## src/rtl/btm_pkg.sv

```systemverilog
package btm_pkg;
  typedef enum logic [1:0] {
    BOP_TEST = 2'b00,
    BOP_SET  = 2'b01,
    BOP_CLR  = 2'b10,
    BOP_FLIP = 2'b11
  } bop_e;

  typedef enum logic [2:0] {
    S_IDLE   = 3'd0,
    S_RDREQ  = 3'd1,
    S_RDWAIT = 3'd2,
    S_WRREQ  = 3'd3,
    S_WRWAIT = 3'd4,
    S_DONE   = 3'd5
  } st_e;

  localparam int FLAG_W    = 6;
  localparam int CARRY_POS = 0;
endpackage

```

## src/rtl/btm_addr_gen.sv

```systemverilog
module btm_addr_gen #(
  parameter int W        = 64,
  parameter int NARROW_W = 32
) (
  input  logic                  use_imm,
  input  logic                  addr_full,
  input  logic [W-1:0]          base,
  input  logic [W-1:0]          off,
  input  logic [$clog2(W)-1:0]  imm_idx,
  output logic [$clog2(W)-1:0]  idx,
  output logic [W-1:0]          addr
);
  localparam int IDX_W   = $clog2(W);
  localparam int BYTE_SH = $clog2(W / 8);

  logic signed [W-1:0] disp;
  logic        [W-1:0] moved;
  logic        [W-1:0] narrowed;

  // Arithmetic shift floors toward minus infinity; with the low index bits
  // discarded this equals the exact signed division by the word width.
  assign disp  = $signed(off) >>> IDX_W;
  assign moved = base + (W'(disp) << BYTE_SH);

  generate
    if (W > NARROW_W) begin : g_trunc
      assign narrowed = {{(W - NARROW_W){1'b0}}, moved[NARROW_W-1:0]};
    end else begin : g_notrunc
      assign narrowed = moved;
    end
  endgenerate

  always_comb begin
    if (use_imm) begin
      idx  = imm_idx;
      addr = base;
    end else begin
      idx  = off[IDX_W-1:0];
      addr = addr_full ? moved : narrowed;
    end
  end
endmodule

```

## src/rtl/btm_bit_alu.sv

```systemverilog
module btm_bit_alu
  import btm_pkg::*;
#(
  parameter int W = 64
) (
  input  logic [W-1:0]         val,
  input  logic [$clog2(W)-1:0] idx,
  input  bop_e                 op,
  output logic [W-1:0]         new_val,
  output logic                 old_bit
);
  logic [W-1:0] sel;

  generate
    for (genvar b = 0; b < W; b++) begin : g_dec
      assign sel[b] = (idx == b[$clog2(W)-1:0]);
    end
  endgenerate

  assign old_bit = |(val & sel);

  always_comb begin
    case (op)
      BOP_SET:  new_val = val | sel;
      BOP_CLR:  new_val = val & ~sel;
      BOP_FLIP: new_val = val ^ sel;
      default:  new_val = val;
    endcase
  end
endmodule

```

## src/rtl/bit_tmod_unit.sv

```systemverilog
module bit_tmod_unit
  import btm_pkg::*;
#(
  parameter int W     = 64,
  parameter int IMM_W = 8
) (
  input  logic              clk,
  input  logic              rst,
  input  logic              op_valid,
  output logic              op_ready,
  input  logic [1:0]        op_code,
  input  logic              op_is_mem,
  input  logic              op_use_imm,
  input  logic              op_addr64,
  input  logic [W-1:0]      reg_value,
  input  logic [W-1:0]      bit_off,
  input  logic [IMM_W-1:0]  imm_off,
  input  logic [W-1:0]      base_addr,
  output logic              res_valid,
  output logic [W-1:0]      res_value,
  output logic              res_carry,
  output logic              res_reg_we,
  output logic [FLAG_W-1:0] res_flag_mask,
  output logic              mem_req,
  output logic              mem_we,
  output logic [W-1:0]      mem_addr,
  output logic [W-1:0]      mem_wdata,
  input  logic              mem_ack,
  input  logic [W-1:0]      mem_rdata
);
  localparam int IDX_W = $clog2(W);

  st_e              st;
  bop_e             op_q;
  logic             mem_q;
  logic [IDX_W-1:0] idx_q;
  logic [W-1:0]     addr_q;
  logic [W-1:0]     data_q;
  logic             carry_q;

  logic [IDX_W-1:0] gen_idx;
  logic [W-1:0]     gen_addr;
  logic [W-1:0]     alu_val;
  logic [IDX_W-1:0] alu_idx;
  bop_e             alu_op;
  logic [W-1:0]     alu_new;
  logic             alu_bit;
  logic             in_idle;
  logic             unused_imm_hi;

  assign unused_imm_hi = ^imm_off[IMM_W-1:IDX_W];

  btm_addr_gen #(.W(W)) i_agen (
    .use_imm   (op_use_imm),
    .addr_full (op_addr64),
    .base      (base_addr),
    .off       (bit_off),
    .imm_idx   (imm_off[IDX_W-1:0]),
    .idx       (gen_idx),
    .addr      (gen_addr)
  );

  assign in_idle = (st == S_IDLE);
  assign alu_val = in_idle ? reg_value : mem_rdata;
  assign alu_idx = in_idle ? gen_idx : idx_q;
  assign alu_op  = in_idle ? bop_e'(op_code) : op_q;

  btm_bit_alu #(.W(W)) i_alu (
    .val     (alu_val),
    .idx     (alu_idx),
    .op      (alu_op),
    .new_val (alu_new),
    .old_bit (alu_bit)
  );

  always_ff @(posedge clk) begin
    if (rst) begin
      st      <= S_IDLE;
      op_q    <= BOP_TEST;
      mem_q   <= 1'b0;
      idx_q   <= '0;
      addr_q  <= '0;
      data_q  <= '0;
      carry_q <= 1'b0;
    end else begin
      case (st)
        S_IDLE: begin
          if (op_valid) begin
            op_q   <= bop_e'(op_code);
            mem_q  <= op_is_mem;
            idx_q  <= gen_idx;
            addr_q <= gen_addr;
            if (op_is_mem) begin
              st <= S_RDREQ;
            end else begin
              data_q  <= alu_new;
              carry_q <= alu_bit;
              st      <= S_DONE;
            end
          end
        end
        S_RDREQ: st <= S_RDWAIT;
        S_RDWAIT: begin
          if (mem_ack) begin
            data_q  <= alu_new;
            carry_q <= alu_bit;
            st      <= (op_q == BOP_TEST) ? S_DONE : S_WRREQ;
          end
        end
        S_WRREQ: st <= S_WRWAIT;
        S_WRWAIT: begin
          if (mem_ack) st <= S_DONE;
        end
        S_DONE:  st <= S_IDLE;
        default: st <= S_IDLE;
      endcase
    end
  end

  assign op_ready      = in_idle;
  assign mem_req       = (st == S_RDREQ) || (st == S_WRREQ);
  assign mem_we        = (st == S_WRREQ);
  assign mem_addr      = addr_q;
  assign mem_wdata     = data_q;
  assign res_valid     = (st == S_DONE);
  assign res_value     = data_q;
  assign res_carry     = carry_q;
  assign res_reg_we    = (st == S_DONE) && !mem_q && (op_q != BOP_TEST);
  assign res_flag_mask = (st == S_DONE) ? FLAG_W'(1 << CARRY_POS) : '0;
endmodule

```

## config.mk

```make
export PLATFORM = sky130hd
export DESIGN_NAME = bit_tmod_unit
export DESIGN_NICKNAME = d
export VERILOG_FILES = /design/src/rtl/btm_pkg.sv /design/src/rtl/btm_addr_gen.sv /design/src/rtl/btm_bit_alu.sv /design/src/rtl/bit_tmod_unit.sv
export SDC_FILE = /design/constraint.sdc
export NUM_CORES = 1
export LEC_CHECK = 0
export ABC_AREA = 1
export BUFFER_PORTS_ARGS = -buffer_cell sky130_fd_sc_hd__buf_2
export CAP_MARGIN = 15
export CORE_MARGIN = 3
export CORE_UTILIZATION = 40
export DETAILED_ROUTE_END_ITERATION = 8
export GPL_ROUTABILITY_DRIVEN = 0
export PLACE_DENSITY_LB_ADDON = 0.25
export SYNTH_ARGS = -nofsm -noshare
export SYNTH_HDL_FRONTEND = slang
export SYNTH_SLANG_ARGS = --single-unit
```

## constraint.sdc

```tcl
create_clock -name clk -period 2.9 [get_ports clk]
set_clock_uncertainty 0.15 [all_clocks]
set_input_delay 0.29 -clock clk [delete_from_list [all_inputs] [get_ports clk]]
set_output_delay 0.29 -clock clk [all_outputs]
set_load 0.02 [all_outputs]
```

==> metrics <==
outcome=finished, final reports clean; Pleak=11.3 nW; IO Pins=477; Initial DRC Count=1353; RSZ-0062 raised after global routing=yes; r2r worst-path depth=15; Starting Density=41.0%; max_cap viols=0; Sw Ratio=53.9%; initial antenna violation count=8; layout cells sized above 1=21.6%; average cell area after synthesis=6.09 um2; CTS sink count=141; final setup fails=0; Hold WC Path Type=in2reg; CP Max Fanout=61; Crit. End Element=flop; largest net degree at the start of global routing=131; Arr. time, crit path=3.06 ns; power density over cell area=919 mW/mm2; Vias=19300; Pint=0.00883 W; hpwl dp=49.7 mm; Max IR drop VDD=0.691 mV; dpl ws=-0.383 ns; final WL=63.6 mm; setup ws final=0.0481 ns; Peak Freq=0.351 GHz; Die W=212 um; core area=0.0413 mm2; register area share after synthesis=16.7%; Skew-Pair Late Insertion Delay=0.46 ns; H-tree depth=4; Worst Tran Pin Value=0.767 ns; minimum clock period=2.85 ns; Psw=0.0103 W; Hold Fails Final Rpt=0; power share of the clock group=12.5%; fin util=50.4%; relative slew slack=48.7%; Top FF cell, synth=dfxtp_1; count of state elements after synthesis=141; DR WL/cell=16.9 um; DRC=0; Comb pwr share=69.8%; IO buf count=469; post-route ant nets=0; die area=0.0448 mm2; Root Buffer=clkbuf_16; crit path launch=st[0]; Ys Warns=0; critical path type=reg2reg; first-pass GRT wire length=97.2 mm; # nets final=3735; vias per inst=5.15; drt pass-1 iters=5; area of the mapped netlist=0.0169 mm2; Die Y-Extent=212 um; register-to-register setup slack=0.05 ns; area delta synth->final=23.0%; CP required=3.11 ns; Reg power frac=17.7%; vias in the first global route=18200; CTS buffer count=17; period utilization=98.3%; GRT Resource Usage Total=27.3%; Async S/R FF share, synth=0%; Worst Setup Start Kind=flop; reg2reg start=st[0]; Post-synth EDFFs=0; Cell variety after synth=39; Post-Syn Instances=2779; RR Endpoint=res_carry; Rows=74; CTS tree=built; Slew Limit Fails=0; clk slew on worst S/H paths=0.07 ns; grt total ovfl=0; CP Capture Point=res_carry; clock buffer depth=2
## worst min-delay path by stage
stage / startpoint / to / slack (ns) / cells past startpoint
floorplan: op_valid / mem_q / 0.23 / 1
global placement: idx_q[5] / idx_q[5] / 0.29 / 2
detailed placement: idx_q[1] / idx_q[1] / 0.30 / 2
CTS: base_addr[55] / mem_addr[55] / 0.003 / 3
global route: base_addr[55] / mem_addr[55] / 0.02 / 3
finish: base_addr[55] / mem_addr[55] / 0.008 / 3
## synthesized netlist by cell type, types with 7 or more instances
cell,number,share of area (%)
nand2_1,673,15
inv_1,473,10
nor2_1,284,6.3
ha_1,252,19
a21oi_1,167,4.9
o21ai_0,163,4.8
dfxtp_1,141,17
nand3_1,95,2.8
buf_4,74,3.3
a31oi_1,67,2.5
a221oi_1,64,3.3
or2_2,64,2.4
clkbuf_1,53,1.2
o21ai_1,47,1.4
buf_2,41,1.2
nor4_1,19,0.70
xor2_1,17,0.88
nor3_1,13,0.38
inv_2,11,0.24
nand4_1,10,0.37
nor2_4,10,0.66
o21bai_1,7,0.31
## timing repair
action / 4_1_cts / 5_1_grt
endpoints found under the setup margin: 2 / 57
setup buffers: 0 / 3
gates resized for setup: 16 / 33
endpoints found under the hold margin: 47 / 0
pin swaps: 1 / 6
hold buffers: 48 / 0
## worst max-delay path, cell delays in order, from the launching register on
cell	delay (ns)
dfxtp_2	0.37
inv_2	0.04
nand2_1	0.10
nor2_4	0.05
buf_12	0.15
or2_2	0.30
o21ai_0	0.10
buf_4	0.16
inv_1	0.06
ha_1	0.20
nor4_2	0.32
nand4_1	0.27
nor2_1	0.17
nand3_1	0.08
o211ai_1	0.11
inv_1	0.05
## area by class of cell
type	count	area, um2
fillers	4226	20500
clock buffers	22	464
well taps	532	666
inverters	484	1820
multi-input cells	1986	11500
repair buffers	579	3440
flip-flops and latches	141	2830
diodes	2	5.00
clock inverters	10	139
## layer usage
metal  vias to the layer above  wire length (um)  track usage (%)
li1                       9651                 -                -
met1                      8787             28600             36.6
met2                       790             28500             44.3
met3                       109              5030             5.75
met4                        12              1440             7.88
met5                         -                80                0
## power by group through the flow
stage	combinational (W)	clock (W)	sequential, W
after global routing	0.0147	0.00251	0.00349
final	0.0134	0.00239	0.00339
after detailed placement	0.0130	0	0.00342
after CTS	0.0132	0.00244	0.00339
after floorplan	0.00832	0	0.00418
after global placement	0.0127	0	0.00339
## through the flow
stage,hold WS (ns),instances,power [W],area [um2],TNS [ns]
floorplan,0.230,2783,0.0125,17000,0
global placement,0.290,3671,0.0161,19600,-0.369
detailed placement,0.299,3671,0.0164,19600,-0.681
CTS,0.00253,3751,0.0190,20700,-0.00857
global route,0.0241,3754,0.0207,20800,-0.345
finish,0.00756,3756,0.0192,20800,0
## placed cells by master (no fill, tap or decap), drive strengths merged, types with 7 or more instances in the layout
cell type,Yosys,final
nand3,95,95
inv,484,483
nor3,13,13
nor2,298,298
o21bai,7,7
a21oi,168,168
xor2,17,17
a221oi,64,64
nand2,675,675
clkbuf,53,22
dlygate4sd3,0,48
dfxtp,141,141
nor4,19,19
buf,119,531
ha,252,252
or2,64,64
a31oi,67,67
nand4,10,10
o21ai,215,215
## state kept, by name (all words and copies together) (netlist names)
signal and count:
op_q 2, res_carry 1, mem_wdata 64, mem_q 1
mem_addr 64, idx_q 6, st 3
## logic make-up (layout without fill, tap and decap cells)
family                     Yosys count  in the layout  synth area share [%]
AOI/OAI and AO/OA                  525            525                  17.8
xor gates and xnor gates            18             18                 0.931
adders and majority gates          253            253                  18.7
buffers and inverters              656           1095                  16.7
DFF                                141            141                  16.7
other                                1              7                0.0221
and+or+nand+nor                   1185           1185                  29.2
(Power assumes the default switching activity.)
